$ cat config.mk
export PLATFORM = sky130hd
export DESIGN_NAME = mpu_regbank
export DESIGN_NICKNAME = d
export VERILOG_FILES = /design/src/rtl/mpu_regbank_pkg.sv /design/src/rtl/mpu_addr_decode.sv /design/src/rtl/mpu_region_table.sv /design/src/rtl/mpu_regbank.sv
export SDC_FILE = /design/constraint.sdc
export NUM_CORES = 1
export LEC_CHECK = 0
export BUFFER_PORTS_ARGS = -buffer_cell sky130_fd_sc_hd__buf_2
export CORE_AREA = 4 4 233 235
export DETAILED_ROUTE_END_ITERATION = 6
export DIE_AREA = 0 0 237 239
export PLACE_DENSITY = 0.71
export SYNTH_ARGS = -nofsm -noshare
export SYNTH_HDL_FRONTEND = slang
export SYNTH_HIERARCHICAL = 1
export SYNTH_SLANG_ARGS = --single-unit
$ cat constraint.sdc
create_clock -name clk -period 1.93 [get_ports clk]
set_clock_uncertainty 0.05 [all_clocks]
set_input_delay 0.0965 -clock clk [delete_from_list [all_inputs] [get_ports clk]]
set_output_delay 0.0965 -clock clk [all_outputs]
set_load 0.05 [all_outputs]
$ cat src/rtl/mpu_regbank_pkg.sv
package mpu_regbank_pkg;

   localparam int DATA_W     = 32;
   localparam int IDX_W      = 4;    // width of the embedded region field
   localparam int MAX_REGION = 16;
   localparam int CTRL_W     = 3;
   localparam int BASE_LSB   = 5;    // base words hold bits [31:5]
   localparam int VALID_BIT  = 4;    // embedded-region flag in a base write

   localparam logic [11:0] OFF_CTRL = 12'hD94;
   localparam logic [11:0] OFF_RPTR = 12'hD98;
   localparam logic [11:0] OFF_PAIR = 12'hD9C;   // first base word
   localparam int          PAIR_STRIDE = 8;

   typedef enum logic [2:0] {
      SEL_NONE,
      SEL_CTRL,
      SEL_RPTR,
      SEL_BASE,
      SEL_ATTR
   } reg_sel_e;

endpackage

$ cat src/rtl/mpu_addr_decode.sv
module mpu_addr_decode
   import mpu_regbank_pkg::*;
#(
   parameter int ADDR_W    = 12,
   parameter int NUM_ALIAS = 3
) (
   input  logic [ADDR_W-1:0] addr,
   output reg_sel_e          sel
);

   localparam int NUM_WIN = NUM_ALIAS + 1;

   generate
      if (ADDR_W < 12) begin : g_bad_addr
         initial $error("mpu_addr_decode: ADDR_W must be at least 12");
      end
      if (NUM_ALIAS < 0 || NUM_ALIAS > 3) begin : g_bad_alias
         initial $error("mpu_addr_decode: NUM_ALIAS must be 0..3");
      end
   endgenerate

   logic [ADDR_W-1:0] word_addr;
   assign word_addr = {addr[ADDR_W-1:2], 2'b00};

   logic [NUM_WIN-1:0] hit_base;
   logic [NUM_WIN-1:0] hit_attr;

   genvar w;
   generate
      for (w = 0; w < NUM_WIN; w++) begin : g_win
         localparam logic [ADDR_W-1:0] WB = ADDR_W'(OFF_PAIR) + ADDR_W'(w * PAIR_STRIDE);
         assign hit_base[w] = (word_addr == WB);
         assign hit_attr[w] = (word_addr == WB + ADDR_W'(4));
      end
   endgenerate

   always_comb begin
      sel = SEL_NONE;
      if (word_addr == ADDR_W'(OFF_CTRL))      sel = SEL_CTRL;
      else if (word_addr == ADDR_W'(OFF_RPTR)) sel = SEL_RPTR;
      else if (|hit_base)                      sel = SEL_BASE;
      else if (|hit_attr)                      sel = SEL_ATTR;
   end

endmodule

$ cat src/rtl/mpu_region_table.sv
module mpu_region_table
   import mpu_regbank_pkg::*;
#(
   parameter int NUM_REGIONS = 8
) (
   input  logic                          clk,
   input  logic                          rst_n,
   input  logic                          wr_base,
   input  logic                          wr_attr,
   input  logic [IDX_W-1:0]              wr_idx,
   input  logic [DATA_W-1:0]             wdata,
   input  logic [IDX_W-1:0]              rd_idx,
   output logic [DATA_W-1:0]             rd_base,
   output logic [DATA_W-1:0]             rd_attr,
   output logic [NUM_REGIONS*DATA_W-1:0] base_flat,
   output logic [NUM_REGIONS*DATA_W-1:0] attr_flat
);

   logic [NUM_REGIONS-1:0][DATA_W-1:0] base_q;
   logic [NUM_REGIONS-1:0][DATA_W-1:0] attr_q;

   genvar r;
   generate
      for (r = 0; r < NUM_REGIONS; r++) begin : g_reg
         always_ff @(posedge clk or negedge rst_n) begin
            if (!rst_n) begin
               base_q[r] <= '0;
               attr_q[r] <= '0;
            end else begin
               if (wr_base && wr_idx == IDX_W'(r))
                  base_q[r] <= {wdata[DATA_W-1:BASE_LSB], {BASE_LSB{1'b0}}};
               if (wr_attr && wr_idx == IDX_W'(r))
                  attr_q[r] <= wdata;
            end
         end
         assign base_flat[r*DATA_W +: DATA_W] = base_q[r];
         assign attr_flat[r*DATA_W +: DATA_W] = attr_q[r];
      end
   endgenerate

   logic rd_in_range;
   assign rd_in_range = ({1'b0, rd_idx} < (IDX_W+1)'(NUM_REGIONS));

   always_comb begin
      rd_base = '0;
      rd_attr = '0;
      for (int i = 0; i < NUM_REGIONS; i++) begin
         if (rd_in_range && rd_idx == IDX_W'(i)) begin
            rd_base = base_q[i];
            rd_attr = attr_q[i];
         end
      end
   end

   // the tables only move when a write strobe is presented
   a_r7_table_hold: assert property (@(posedge clk) disable iff (!rst_n)
      !(wr_base || wr_attr) |=> ($stable(base_flat) && $stable(attr_flat)));

   // stored base words never carry bits below the base granule
   a_r5_base_low_zero: assert property (@(posedge clk) disable iff (!rst_n)
      wr_base |=> (base_q[$past(wr_idx)][BASE_LSB-1:0] == '0));

endmodule

$ cat src/rtl/mpu_regbank.sv
module mpu_regbank
   import mpu_regbank_pkg::*;
#(
   parameter int NUM_REGIONS = 8,
   parameter int ADDR_W      = 12,
   parameter int NUM_ALIAS   = 3
) (
   input  logic                          clk,
   input  logic                          rst_n,
   input  logic                          bus_req,
   input  logic                          bus_wr,
   input  logic [ADDR_W-1:0]             bus_addr,
   input  logic [31:0]                   bus_wdata,
   output logic [31:0]                   bus_rdata,
   output logic                          bus_ready,
   output logic                          prot_en,
   output logic                          fault_prot_en,
   output logic                          bg_map_en,
   output logic [NUM_REGIONS*32-1:0]     region_base,
   output logic [NUM_REGIONS*32-1:0]     region_attr,
   output logic                          tbl_changed
);

   localparam int CNT_W = IDX_W + 1;
   localparam logic [CNT_W-1:0] N_REG = CNT_W'(NUM_REGIONS);

   generate
      if (NUM_REGIONS < 1 || NUM_REGIONS > MAX_REGION) begin : g_bad_regions
         initial $error("mpu_regbank: NUM_REGIONS must be 1..16");
      end
   endgenerate

   reg_sel_e          sel;
   logic [CTRL_W-1:0] ctrl_q;
   logic [IDX_W-1:0]  rptr_q;
   logic              ready_q;
   logic              chg_q;
   logic [31:0]       rdata_q;
   logic [31:0]       rd_base, rd_attr;

   mpu_addr_decode #(.ADDR_W(ADDR_W), .NUM_ALIAS(NUM_ALIAS)) u_dec (
      .addr (bus_addr),
      .sel  (sel)
   );

   logic             wr_go;
   logic             emb_flag;
   logic [IDX_W-1:0] emb_idx;
   logic             emb_ok, ptr_ok, rptr_wr_ok;
   logic             base_ok, attr_ok;
   logic [IDX_W-1:0] tgt_idx;

   assign wr_go      = bus_req && bus_wr;
   assign emb_flag   = bus_wdata[VALID_BIT];
   assign emb_idx    = bus_wdata[IDX_W-1:0];
   assign emb_ok     = ({1'b0, emb_idx} < N_REG);
   assign ptr_ok     = ({1'b0, rptr_q} < N_REG);
   assign rptr_wr_ok = (bus_wdata < 32'(NUM_REGIONS));
   assign base_ok    = wr_go && (sel == SEL_BASE) && (emb_flag ? emb_ok : ptr_ok);
   assign attr_ok    = wr_go && (sel == SEL_ATTR) && ptr_ok;
   assign tgt_idx    = (sel == SEL_BASE && emb_flag) ? emb_idx : rptr_q;

   mpu_region_table #(.NUM_REGIONS(NUM_REGIONS)) u_tbl (
      .clk       (clk),
      .rst_n     (rst_n),
      .wr_base   (base_ok),
      .wr_attr   (attr_ok),
      .wr_idx    (tgt_idx),
      .wdata     (bus_wdata),
      .rd_idx    (rptr_q),
      .rd_base   (rd_base),
      .rd_attr   (rd_attr),
      .base_flat (region_base),
      .attr_flat (region_attr)
   );

   always_ff @(posedge clk or negedge rst_n) begin
      if (!rst_n) begin
         ctrl_q <= '0;
         rptr_q <= '0;
      end else if (wr_go) begin
         if (sel == SEL_CTRL)
            ctrl_q <= bus_wdata[CTRL_W-1:0];
         if (sel == SEL_RPTR && rptr_wr_ok)
            rptr_q <= bus_wdata[IDX_W-1:0];
         if (base_ok && emb_flag)
            rptr_q <= emb_idx;
      end
   end

   logic [31:0] rd_mux;
   always_comb begin
      unique case (sel)
         SEL_CTRL: rd_mux = {{(32-CTRL_W){1'b0}}, ctrl_q};
         SEL_RPTR: rd_mux = {{(32-IDX_W){1'b0}}, rptr_q};
         SEL_BASE: rd_mux = rd_base;
         SEL_ATTR: rd_mux = rd_attr;
         default:  rd_mux = '0;
      endcase
   end

   always_ff @(posedge clk or negedge rst_n) begin
      if (!rst_n) begin
         ready_q <= 1'b0;
         chg_q   <= 1'b0;
         rdata_q <= '0;
      end else begin
         ready_q <= bus_req;
         chg_q   <= base_ok || attr_ok;
         rdata_q <= (bus_req && !bus_wr) ? rd_mux : '0;
      end
   end

   assign bus_ready     = ready_q;
   assign bus_rdata     = rdata_q;
   assign tbl_changed   = chg_q;
   assign prot_en       = ctrl_q[0];
   assign fault_prot_en = ctrl_q[1];
   assign bg_map_en     = ctrl_q[2];

   // each request completes on the next cycle
   a_r2_ready: assert property (@(posedge clk) disable iff (!rst_n)
      bus_req |=> bus_ready);
   a_r2_no_spurious_ready: assert property (@(posedge clk) disable iff (!rst_n)
      !bus_req |=> !bus_ready);

   // an oversized pointer write leaves the pointer alone
   a_r4_ptr_reject: assert property (@(posedge clk) disable iff (!rst_n)
      (wr_go && sel == SEL_RPTR && bus_wdata >= 32'(NUM_REGIONS)) |=> $stable(rptr_q));

   // an embedded out-of-range region drops the whole write
   a_r6_drop: assert property (@(posedge clk) disable iff (!rst_n)
      (wr_go && sel == SEL_BASE && emb_flag && !emb_ok)
         |=> ($stable(rptr_q) && $stable(region_base) && !tbl_changed));

   // undecoded writes touch nothing
   a_r9_hole: assert property (@(posedge clk) disable iff (!rst_n)
      (wr_go && sel == SEL_NONE)
         |=> ($stable(ctrl_q) && $stable(rptr_q) && !tbl_changed));

   // the change strobe only follows a write
   a_r10_strobe_src: assert property (@(posedge clk) disable iff (!rst_n)
      tbl_changed |-> $past(bus_req && bus_wr));

endmodule

==> out/qor.txt <==
ys flop type -> dfrtp_1
Final TNS setup -> -138,390 ps
area share of the largest cell type after synthesis -> 0.535
CP Buf/Inv Count -> 4
Tmin final -> 2310 ps
sequential cell area fraction in the yosys report -> 0.535
failing checks -> negative setup slack
worst hold margin -> 26.1 ps
Routed Antenna Nets -> 0
clk buf depth -> 3
final WL -> 108,000 um
Avg Inst Size Synth -> 13.1 um^2
vias per cell -> 6.18
Critical Path Fanout Max -> 6
crit-path max cell delay -> 370 ps
root buffer cell -> clkbuf_16
Combinational Power Share -> 0.046
Worst Tran Pin Value -> 1090 ps
CTS tree -> done
NumNets Final -> 2,673
final worst path period share -> 1.20
worst setup path class -> in -> reg
post-placement worst setup slack -> -950 ps
Post-Syn Area -> 0.0240 mm^2
largest delay contributor family on the critical path -> simple AND/OR/NAND/NOR gates
GRT Util Overall -> 0.351
filler instances -> 3,774
FF-to-FF path depth -> 7
routed len/inst -> 32.1 um
met3 GRT Util -> 0.0932
fraction of registers with async set/reset -> 1.00
r2r endpoint -> u_tbl/base_flat[190]$_DFFE_PN0P_
#FFs+latches synth -> 513
initial drt markers -> 2,196
layout cells sized above 1 -> 0.615
Worst R2R Start -> rptr_q[3]$_DFFE_PN0P_
Sw Share -> 0.235
Max VDD drop -> 635 uV
Ys Warns -> 6
Worst Path Arrival -> 2750 ps
Hold Startpoint -> bus_wdata[27]
status -> complete, but fails checks
initial antenna violation count -> 2
worst-skew pair later-pin latency -> 600 ps
Min-Delay Endpoint -> u_tbl/base_flat[59]$_DFFE_PN0P_
Setup Viol. Count Final -> 504
most common cell in the netlist -> dfrtp_1
met2 Use GR -> 0.573
clock buffer count from CTS -> 54
internal power -> 0.0171 W
crit path launch -> bus_addr[6]
final hold violations -> 0
first-pass GRT wire length -> 147,000 um
placer congestion estimate -> 0.942
pin count of the biggest net entering global routing -> 123
clk slew on worst S/H paths -> 60 ps
effective utilization at floorplan -> 0.459
final global-route overflow total -> 0
Setup WS post-layout -> -379 ps
Synth cell types -> 60
FF/Latch Area -> 0.0129 mm^2
busiest grt layer -> met2
FMAX -> 433 MHz
part of the power in registers -> 0.484
CP endpoint kind -> flip-flop
vias in the first global route -> 21,100
hold path cells -> 2
CP Launch Type -> input pin
worst reg-to-reg setup slack -> -320 ps
setup repair after global routing missed its margin -> true
met1 GRT Util -> 0.451
Max Transition Viols Final -> 0
leading area contributor after synthesis -> dfrtp_1
max-cap violations -> 0
die height -> 239 um
CP max stage cell -> mux2_4
DRC Markers -> 0
die area -> 0.0566 mm^2
core area -> 0.0522 mm^2
P_leak -> 18.4 nW
HP Class -> in -> reg
largest cells by area after synthesis -> dfrtp_1 54%, mux2_2 23%, mux2i_1 3.2%, a22oi_1 2.3%, buf_4 2.3%
Post-synth EDFFs -> 0
Port Buffers -> 554
IO Pins -> 597
pwr/cell area -> 651 mW/mm^2
worst path cell trace -> buf_6 -> and4bb_2 -> nand3_2 -> a311oi_2 -> buf_4 -> nand4b_4 -> mux2_4 -> and2b_2 -> nand2_4 -> nor2_4 -> buf_6 -> buf_12 -> mux2_2
via count -> 20,800
commonest cells in the synthesized netlist -> 513 x dfrtp_1, 484 x mux2_2, 76 x mux2i_1, 76 x nor2_1
CTS H-tree depth -> 2
Clock Power Share -> 0.471
num rows -> 84
Rel. slew slack -> 0.272
Die Span X -> 237 um
synthesis-to-layout area growth -> 43.0%
TritonRoute pass-1 iters -> 6
Worst EP required -> 2370 ps
Sink Count -> 513
Post-Syn Instances -> 1,830
Overall Power -> 0.0223 W
half-perimeter wire length after placement -> 70,100 um
area of the multi-input gates -> 0.0115 mm^2
Psw -> 0.00526 W
cell mode on critical path -> buf_6
[worst max-delay path by stage]
stage,end,slack [ps],cells past startpoint
after detailed placement,u_tbl/base_flat[170]$_DFFE_PN0P_,-950,12
after global routing,u_tbl/base_flat[190]$_DFFE_PN0P_,-410,13
final,u_tbl/base_flat[190]$_DFFE_PN0P_,-380,13
after floorplan,u_tbl/base_flat[183]$_DFFE_PN0P_,-660,11
after CTS,bus_rdata[2]$_DFF_PN0_,-260,9
after global placement,u_tbl/base_flat[169]$_DFFE_PN0P_,-850,12
[what timing repair did]
| action | 4_1_cts | 5_1_grt |
|---|---|---|
| setup endpoints to repair | 504 | 504 |
| buffers inserted | 42 | 28 |
| hold endpoints to repair | 767 | 0 |
| hold buffers | 25 | 0 |
| gates resized for setup | 223 | 157 |
| pin swaps | 58 | 67 |
| cloned | 12 | 16 |
[state kept, by name, indices dropped and copies added (netlist names)]
register	cells
u_tbl/attr_flat	256
u_tbl/base_flat	216
bus_rdata	32
rptr_q	4
ctrl_q	3
bus_ready	1
tbl_changed	1
[cell usage in the layout (no fill, tap or decap), types with 14 or more instances in the layout]
master and n:
buf_4 144, mux2i_1 68, buf_6 41, a22oi_2 32
buf_2 551, a21oi_1 55, nor2_1 67, dfrtp_1 509
nand2_1 20, mux2_2 415, clkbuf_16 69, buf_12 90
o22ai_1 14, o21ai_0 18, dlygate4sd3_1 25, buf_8 16
a22oi_1 42, o21ai_1 22, mux4_2 16, clkinv_2 15
mux2_4 74, conb_1 45
[power groups by stage]
stage	sequential [W]	clock (W)	combinational, W
final	0.0108	0.0105	0.00102
after detailed placement	0.0110	0	0.000965
after global routing	0.0108	0.0111	0.00109
after global placement	0.0110	0	0.000951
after CTS	0.0108	0.0106	0.00102
after floorplan	0.0111	0	0.000365
[layout make-up]
cell class / instances / area share
Antenna cell: 1 / 0.0000729
Sequential cell: 513 / 0.375
Multi-Input combinational cell: 1153 / 0.335
Timing Repair Buffer: 893 / 0.212
Inverter: 10 / 0.00117
Clock buffer: 79 / 0.0472
Tap cell: 688 / 0.0251
Clock inverter: 21 / 0.00492
[per-layer routing]
layer | part of all wire | vias up
met2 | 0.47 | 1453
met5 | 0.00012 | -
li1 | - | 8282
met1 | 0.37 | 10700
met3 | 0.11 | 362
met4 | 0.053 | 2
[metrics by stage]
step | util | cells | area, um^2
4_1_cts | 0.632 | 3320 | 33000
3_3_place_gp | 0.563 | 3145 | 29400
2_1_floorplan | - | 1874 | 24400
3_5_place_dp | 0.563 | 3145 | 29400
6_report | 0.657 | 3358 | 34300
5_1_grt | 0.657 | 3358 | 34300
[cells by family after synthesis]
logic type | Yosys count | synth area share
buffers and inverters | 208 | 0.0478
AO/OA/AOI/OAI | 310 | 0.0900
flip-flops | 513 | 0.535
multiplexers | 586 | 0.279
other | 1 | 0.000156
AND/OR/NAND/NOR | 212 | 0.0482
Power figures use the tool's default switching activity.
